## config.mk

```make
export PLATFORM = sky130hd
export DESIGN_NAME = iac_debug_unit
export DESIGN_NICKNAME = d
export VERILOG_FILES = /design/src/rtl/iac_pkg.sv /design/src/rtl/iac_rst_sync.sv /design/src/rtl/iac_regs.sv /design/src/rtl/iac_lane.sv /design/src/rtl/iac_debug_unit.sv
export SDC_FILE = /design/constraint.sdc
export NUM_CORES = 1
export LEC_CHECK = 0
export ABC_AREA = 0
export BUFFER_PORTS_ARGS = -buffer_cell sky130_fd_sc_hd__buf_4
export CORE_MARGIN = 5
export CORE_UTILIZATION = 51
export DETAILED_ROUTE_END_ITERATION = 10
export PLACE_DENSITY = 0.75
export SLEW_MARGIN = 20
export SYNTH_ARGS = -nofsm -noshare
export SYNTH_HDL_FRONTEND = slang
export SYNTH_SLANG_ARGS = --single-unit
```

## constraint.sdc

```tcl
create_clock -name clk -period 6.25 [get_ports clk]
set_input_delay 0.625 -clock clk [delete_from_list [all_inputs] [get_ports clk]]
set_output_delay 0.625 -clock clk [all_outputs]
set_load 0.01 [all_outputs]
```

## src/rtl/iac_pkg.sv

```systemverilog
package iac_pkg;
  localparam int NUM_LANES  = 3;
  localparam int CTRL_W     = 32;
  localparam int PAIR_BIT   = 16;
  localparam logic [CTRL_W-1:0] CTRL_MASK = 32'h0001_0FFF;

  localparam logic [1:0] Q_ANY  = 2'b00;
  localparam logic [1:0] Q_RSVD = 2'b01;
  localparam logic [1:0] Q_ZERO = 2'b10;
  localparam logic [1:0] Q_ONE  = 2'b11;

  // One qualifier field against its state bit
  function automatic logic field_pass(input logic [1:0] code, input logic state);
    logic ok;
    case (code)
      Q_ANY:   ok = 1'b1;
      Q_ZERO:  ok = ~state;
      Q_ONE:   ok = state;
      default: ok = 1'b0;
    endcase
    return ok;
  endfunction
endpackage

```

## src/rtl/iac_rst_sync.sv

```systemverilog
module iac_rst_sync (
  input  logic clk,
  input  logic rst_n,
  output logic srst_n
);
  logic [1:0] stage_q;

  always_ff @(posedge clk or negedge rst_n) begin
    if (!rst_n) stage_q <= 2'b00;
    else        stage_q <= {stage_q[0], 1'b1};
  end

  assign srst_n = stage_q[1];
endmodule

```

## src/rtl/iac_regs.sv

```systemverilog
module iac_regs
  import iac_pkg::*;
#(
  parameter int W        = 64,
  parameter int NUM_W    = 10,
  parameter int CTRL_NUM = 309,
  parameter int CMP_BASE = 312
) (
  input  logic                   clk,
  input  logic                   rst_n,
  input  logic                   wr_en,
  input  logic [NUM_W-1:0]       num,
  input  logic [W-1:0]           wdata,
  output logic [W-1:0]           rdata,
  output logic [CTRL_W-1:0]      ctrl,
  output logic [NUM_LANES*W-1:0] cmp_flat
);
  logic [CTRL_W-1:0] ctrl_q, ctrl_d;
  logic              ctrl_we;
  logic [NUM_LANES-1:0] cmp_we;
  logic [W-1:0] cmp_q [NUM_LANES];
  logic mapped;

  assign ctrl_we = wr_en && (num == NUM_W'(CTRL_NUM));
  assign ctrl_d  = wdata[CTRL_W-1:0] & CTRL_MASK;

  always_ff @(posedge clk or negedge rst_n) begin
    if (!rst_n)       ctrl_q <= '0;
    else if (ctrl_we) ctrl_q <= ctrl_d;
  end

  for (genvar i = 0; i < NUM_LANES; i++) begin : g_cmp
    assign cmp_we[i] = wr_en && (num == NUM_W'(CMP_BASE + i));
    always_ff @(posedge clk or negedge rst_n) begin
      if (!rst_n)         cmp_q[i] <= '0;
      else if (cmp_we[i]) cmp_q[i] <= wdata;
    end
    assign cmp_flat[i*W +: W] = cmp_q[i];
  end

  always_comb begin
    rdata  = '0;
    mapped = 1'b0;
    if (num == NUM_W'(CTRL_NUM)) begin
      rdata  = W'(ctrl_q);
      mapped = 1'b1;
    end
    for (int i = 0; i < NUM_LANES; i++) begin
      if (num == NUM_W'(CMP_BASE + i)) begin
        rdata  = cmp_q[i];
        mapped = 1'b1;
      end
    end
  end

  assign ctrl = ctrl_q;

  AST_CTRL_RSVD_CLEAR: assert property (@(posedge clk) disable iff (!rst_n)
    (num == NUM_W'(CTRL_NUM)) |-> ((rdata[CTRL_W-1:0] & ~CTRL_MASK) == '0));
  AST_STRAY_WRITE: assert property (@(posedge clk) disable iff (!rst_n)
    (wr_en && !mapped) |=> ($stable(ctrl_q) && $stable(cmp_flat)));
endmodule

```

## src/rtl/iac_lane.sv

```systemverilog
module iac_lane
  import iac_pkg::*;
#(
  parameter int W = 64
) (
  input  logic [W-3:0] addr_w,
  input  logic [W-3:0] ref_w,
  input  logic [W-3:0] care_w,
  input  logic [1:0]   priv_q,
  input  logic [1:0]   space_q,
  input  logic         pr,
  input  logic         is,
  input  logic         en,
  output logic         hit
);
  logic [W-3:0] diff;
  logic qual_ok;

  assign diff    = (addr_w ^ ref_w) & care_w;
  assign qual_ok = field_pass(priv_q, pr) && field_pass(space_q, is);
  assign hit     = en && qual_ok && (diff == '0);

  always_comb begin
    if (priv_q == Q_RSVD || space_q == Q_RSVD)
      AST_RSVD_CODE_SILENT: assert (!hit);
  end
endmodule

```

## src/rtl/iac_debug_unit.sv

```systemverilog
module iac_debug_unit
  import iac_pkg::*;
#(
  parameter int W        = 64,
  parameter int NUM_W    = 10,
  parameter int CTRL_NUM = 309,
  parameter int CMP_BASE = 312
) (
  input  logic             clk,
  input  logic             rst_n,
  input  logic             reg_wr_en,
  input  logic [NUM_W-1:0] reg_num,
  input  logic [W-1:0]     reg_wdata,
  output logic [W-1:0]     reg_rdata,
  input  logic             ia_valid,
  input  logic [W-1:0]     ia_addr,
  input  logic             ia_pr,
  input  logic             ia_is,
  output logic [2:0]       evt
);
  localparam int WW = W - 2;

  logic srst_n;
  logic [CTRL_W-1:0] ctrl;
  logic [NUM_LANES*W-1:0] cmp_flat;
  logic pair_mode;
  logic [NUM_LANES-1:0] hit, evt_d, evt_q;
  logic unused_lo;

  iac_rst_sync u_rst (.clk(clk), .rst_n(rst_n), .srst_n(srst_n));

  iac_regs #(.W(W), .NUM_W(NUM_W), .CTRL_NUM(CTRL_NUM), .CMP_BASE(CMP_BASE)) u_regs (
    .clk(clk), .rst_n(srst_n), .wr_en(reg_wr_en), .num(reg_num),
    .wdata(reg_wdata), .rdata(reg_rdata), .ctrl(ctrl), .cmp_flat(cmp_flat)
  );

  assign pair_mode = ctrl[PAIR_BIT];
  assign unused_lo = ^{ia_addr[1:0], cmp_flat[1:0], cmp_flat[W+1:W], cmp_flat[2*W+1:2*W],
                       ctrl[CTRL_W-1:PAIR_BIT+1], ctrl[PAIR_BIT-1:12]};

  for (genvar i = 0; i < NUM_LANES; i++) begin : g_lane
    logic [WW-1:0] ref_w, care_w;
    logic          en;
    if (i == 0) begin : g_first
      assign ref_w  = cmp_flat[W-1:2];
      assign care_w = pair_mode ? cmp_flat[2*W-1:W+2] : '1;
      assign en     = 1'b1;
    end else if (i == 1) begin : g_second
      assign ref_w  = cmp_flat[2*W-1:W+2];
      assign care_w = '1;
      assign en     = ~pair_mode;
    end else begin : g_rest
      assign ref_w  = cmp_flat[i*W+W-1:i*W+2];
      assign care_w = '1;
      assign en     = 1'b1;
    end
    iac_lane #(.W(W)) u_lane (
      .addr_w(ia_addr[W-1:2]), .ref_w(ref_w), .care_w(care_w),
      .priv_q(ctrl[4*i +: 2]), .space_q(ctrl[4*i+2 +: 2]),
      .pr(ia_pr), .is(ia_is), .en(en), .hit(hit[i])
    );
  end

  always_comb begin
    evt_d = ia_valid ? hit : '0;
  end

  always_ff @(posedge clk or negedge srst_n) begin
    if (!srst_n) evt_q <= '0;
    else         evt_q <= evt_d;
  end

  assign evt = evt_q;

  AST_EVT_NEEDS_VALID: assert property (@(posedge clk) disable iff (!srst_n)
    (evt != 3'b000) |-> $past(ia_valid));
  AST_PAIR_MUTES_SECOND: assert property (@(posedge clk) disable iff (!srst_n)
    $past(ia_valid && pair_mode) |-> !evt[1]);
endmodule

```

==> results.py <==
metrics = {
    "cells_and_area": {
        "fill_cells": 1928,
        "layout_common_cells": "buf_4, dfrtp_1, mux2_2",
        "layout_commonest_cell": "buf_4",
        "area_delta_synth_final_pct": 21.8,
        "stdcell_count": 1598,
        "seq_area_um2": 5260,
        "insertedDiodeCount": 0,
        "multi_input_area_um2": 6330,
        "fin_nets": 1405,
        "layout-drive-gt1-share": 0.361,
    },
    "critical_path": {
        "cp-end-kind": "primary output",
        "crit_path_start_kind": "primary input",
        "arrival_ns": 3.46,
        "slowest_delay_ns": 0.87,
        "path_class": "in2out",
        "cp_max_fo": 65,
        "worstPathRequired_ns": 5.62,
        "cp_top_family": "simple AND/OR/NAND/NOR gates",
        "path_buf_inv": 2,
        "cpMostUsedCell": "buf_4",
        "timing.rr.start": "u_regs.ctrl[16]",
        "r2r_cells": 5,
        "slowest_stage": "and2_4",
        "r2r_setup_slack_ns": 3.53,
        "timing.rr.end": "evt[1]",
        "path_cells": "buf_4 > or4b_4 > nor3_4 > and2_4 > nand2_1 > a2bb2oi_1 > buf_4",
    },
    "placed_design": {
        "hpwl_mm": 29.8,
        "place_inst": 1552,
        "post-place-ws_ns": 2.26,
        "io_buffers": 208,
        "place.gp.congestion": 1.05,
    },
    "synthesis": {
        "async_flop_share": 1.00,
        "dominantRegCellSynth": "dfrtp_1",
        "ys_ff_latch": 210,
        "synth_edf_count": 0,
        "ys_types": 54,
        "yosysWarnings": 0,
        "syn_area_per_cell_um2": 11.2,
        "seq_area_frac_synth": 0.439,
        "syn_area_um2": 12000,
        "synthesis.nets": 1215,
        "synthCells": 1071,
    },
    "detailed_routing": {
        "drc": 0,
        "maxUsedRoutingLayer": "met5",
        "drtPass1Iterations": 6,
        "met2_length_mm": 18.8,
        "route.met3.wl_mm": 3.64,
        "vias_per_cell": 6.19,
        "vias": 9890,
        "post_drt_wl_per_cell_um": 26.0,
        "drt-met1-wl_mm": 17.5,
        "drt-total-wl_mm": 41.5,
        "drt_iter0_drc": 1071,
        "ant_nets": 0,
    },
    "global_route": {
        "grt_max_degree": 82,
        "grt_usage": 0.308,
        "grt-ovfl-total": 0,
        "grt_pass1_vias": 9796,
        "grt_pass1_wl_mm": 61.9,
        "antenna_found_initial": 1,
    },
    "timing": {
        "fin_skew_ns": 0.0122,
        "final_max_slew_viol_count": 0,
        "rsz0062_at_grt": "false",
        "fmax_ghz": 0.245,
        "maxSlewHeadroom": 0.258,
        "tightest_slew_ns": 1.11,
        "setup-violations-final": 0,
        "worst_slack_ns": 2.17,
        "post-route-period-util": 0.653,
        "hold_viol_final": 0,
        "timing.setup.tns_ns": 0,
        "period_minus_slack_ns": 4.08,
        "hold_ws_ns": 0.310,
    },
    "pwr": {
        "cellLeakagePower_nw": 7.13,
        "peakVddDrop_v": 0.000169,
        "power.density_nw_per_um2": 219,
    },
    "flow_run": {
        "cap_viol_max_count": 0,
    },
    "die": {
        "die_w_um": 163,
        "dieArea_um2": 26600,
        "start_util": 0.513,
        "rows": 56,
        "ios": 211,
        "die_h_um": 163,
        "coreArea_um2": 23300,
    },
    "cts": {
        "clock-sinks": 210,
        "clockBufferDepth": 3,
        "cts-root-buf": "clkbuf_16",
        "cts_max_level": 1,
        "numCtsBuffers": 24,
        "clk_latency_ns": 0.53,
        "cts_tree": "built",
        "clk_pin_slew_ns": 0.05,
    },
    "outcome": {
        "outcome": "finished clean",
    },
    "worst_hold_path": {
        "hold_class": "reg2async",
    },
}
metrics by stage:
stage / area [um^2] / util / power, mW
5_1_grt: 14600 / 0.625 / 3.28
3_5_place_dp: 13700 / 0.588 / 1.73
3_3_place_gp: 13700 / 0.588 / 1.72
4_1_cts: 14600 / 0.624 / 3.19
6_report: 14600 / 0.625 / 3.19
2_1_floorplan: 12000 / - / 1.54
logic make-up (layout without fill, tap and decap cells):
group | Yosys count | after routing | synth area share
other | 1 | 1 | 0.000313
flip-flops | 210 | 210 | 0.439
buffers and inverters | 82 | 290 | 0.0335
AO/OA/AOI/OAI | 213 | 213 | 0.122
XOR/XNOR | 160 | 160 | 0.117
multiplexers | 205 | 205 | 0.193
AND/OR/NAND/NOR | 200 | 200 | 0.0961
synth_stat cells (2+ instances only):
cell type  count  area [um^2]
or4b_4         2         27.5
mux2_2       192         2160
nor2_1         4         15.0
a222oi_1       3         30.0
a21oi_1        4         20.0
nor3b_1       12         90.1
nor3_4         2         32.5
nor4_1        15         93.8
o21ai_0       75          375
nand2_1       71          267
buf_4          7         52.6
a221oi_1      14          123
inv_1         28          105
nand2b_1      19          119
o2111ai_1      5         43.8
nor2b_1       20          125
a22oi_1       13         97.6
nor4b_1        2         17.5
dfrtp_1      210         5260
o2bb2ai_1      3         26.3
clkbuf_1      27          101
buf_2         12         60.1
nand3_1        5         25.0
buf_6          7         78.8
nand4_1       22          138
or4_1          6         45.0
nand4b_1       2         17.5
a2bb2oi_1     52          455
mux2_1        13          146
xnor2_1       88          771
and3_1         3         18.8
a22o_1         4         35.0
o21ai_1       16         80.1
o22ai_1       18          113
xor2_1        72          631
nor3_1         5         25.0
how the worst max path moves through the flow:
stage | startpoint | endpoint | depth (start not counted)
6_report | reg_num[7] | reg_rdata[39] | 7
5_1_grt | reg_num[7] | reg_rdata[63] | 7
4_1_cts | reg_num[7] | reg_rdata[39] | 7
3_5_place_dp | reg_num[7] | reg_rdata[39] | 7
3_3_place_gp | reg_num[7] | reg_rdata[39] | 7
2_1_floorplan | u_rst.stage_q[1] | evt[0] | 0
state kept, by name, summed over array words and instances (netlist names):
| name | flops |
|---|---|
| evt | 3 |
| u_regs.cmp_flat | 192 |
| u_regs.ctrl | 13 |
| u_rst.stage_q | 2 |
report_power, final:
part           leakage [nW]  switching [mW]  internal (mW)  total (mW)
Sequential             2.92          0.0274           1.38        1.41
Clock                 0.413           0.570          0.909        1.48
Combinational          3.80           0.173          0.130       0.303
per-layer routing:
| metal | vias up | global-route usage |
|---|---|---|
| li1 | 4275 | - |
| met1 | 5007 | 0.443 |
| met2 | 524 | 0.470 |
| met3 | 82 | 0.0628 |
| met4 | 2 | 0.0965 |
| met5 | - | 0 |
repair_timing:
item | in CTS | in global routing
resized for setup | 0 | 0
endpoints found under the hold margin | 2 | 0
buffers inserted | 0 | 0
hold buffers | 1 | 0
cell type report:
| type | count | area share |
|---|---|---|
| Tap cell | 319 | 0.0274 |
| Clock buffer | 39 | 0.0520 |
| Sequential cell | 210 | 0.361 |
| Timing Repair Buffer | 218 | 0.113 |
| Multi-Input combinational cell | 779 | 0.434 |
| Clock inverter | 5 | 0.00540 |
| Inverter | 28 | 0.00721 |
No activity file was read; power rests on OpenSTA's default activity.
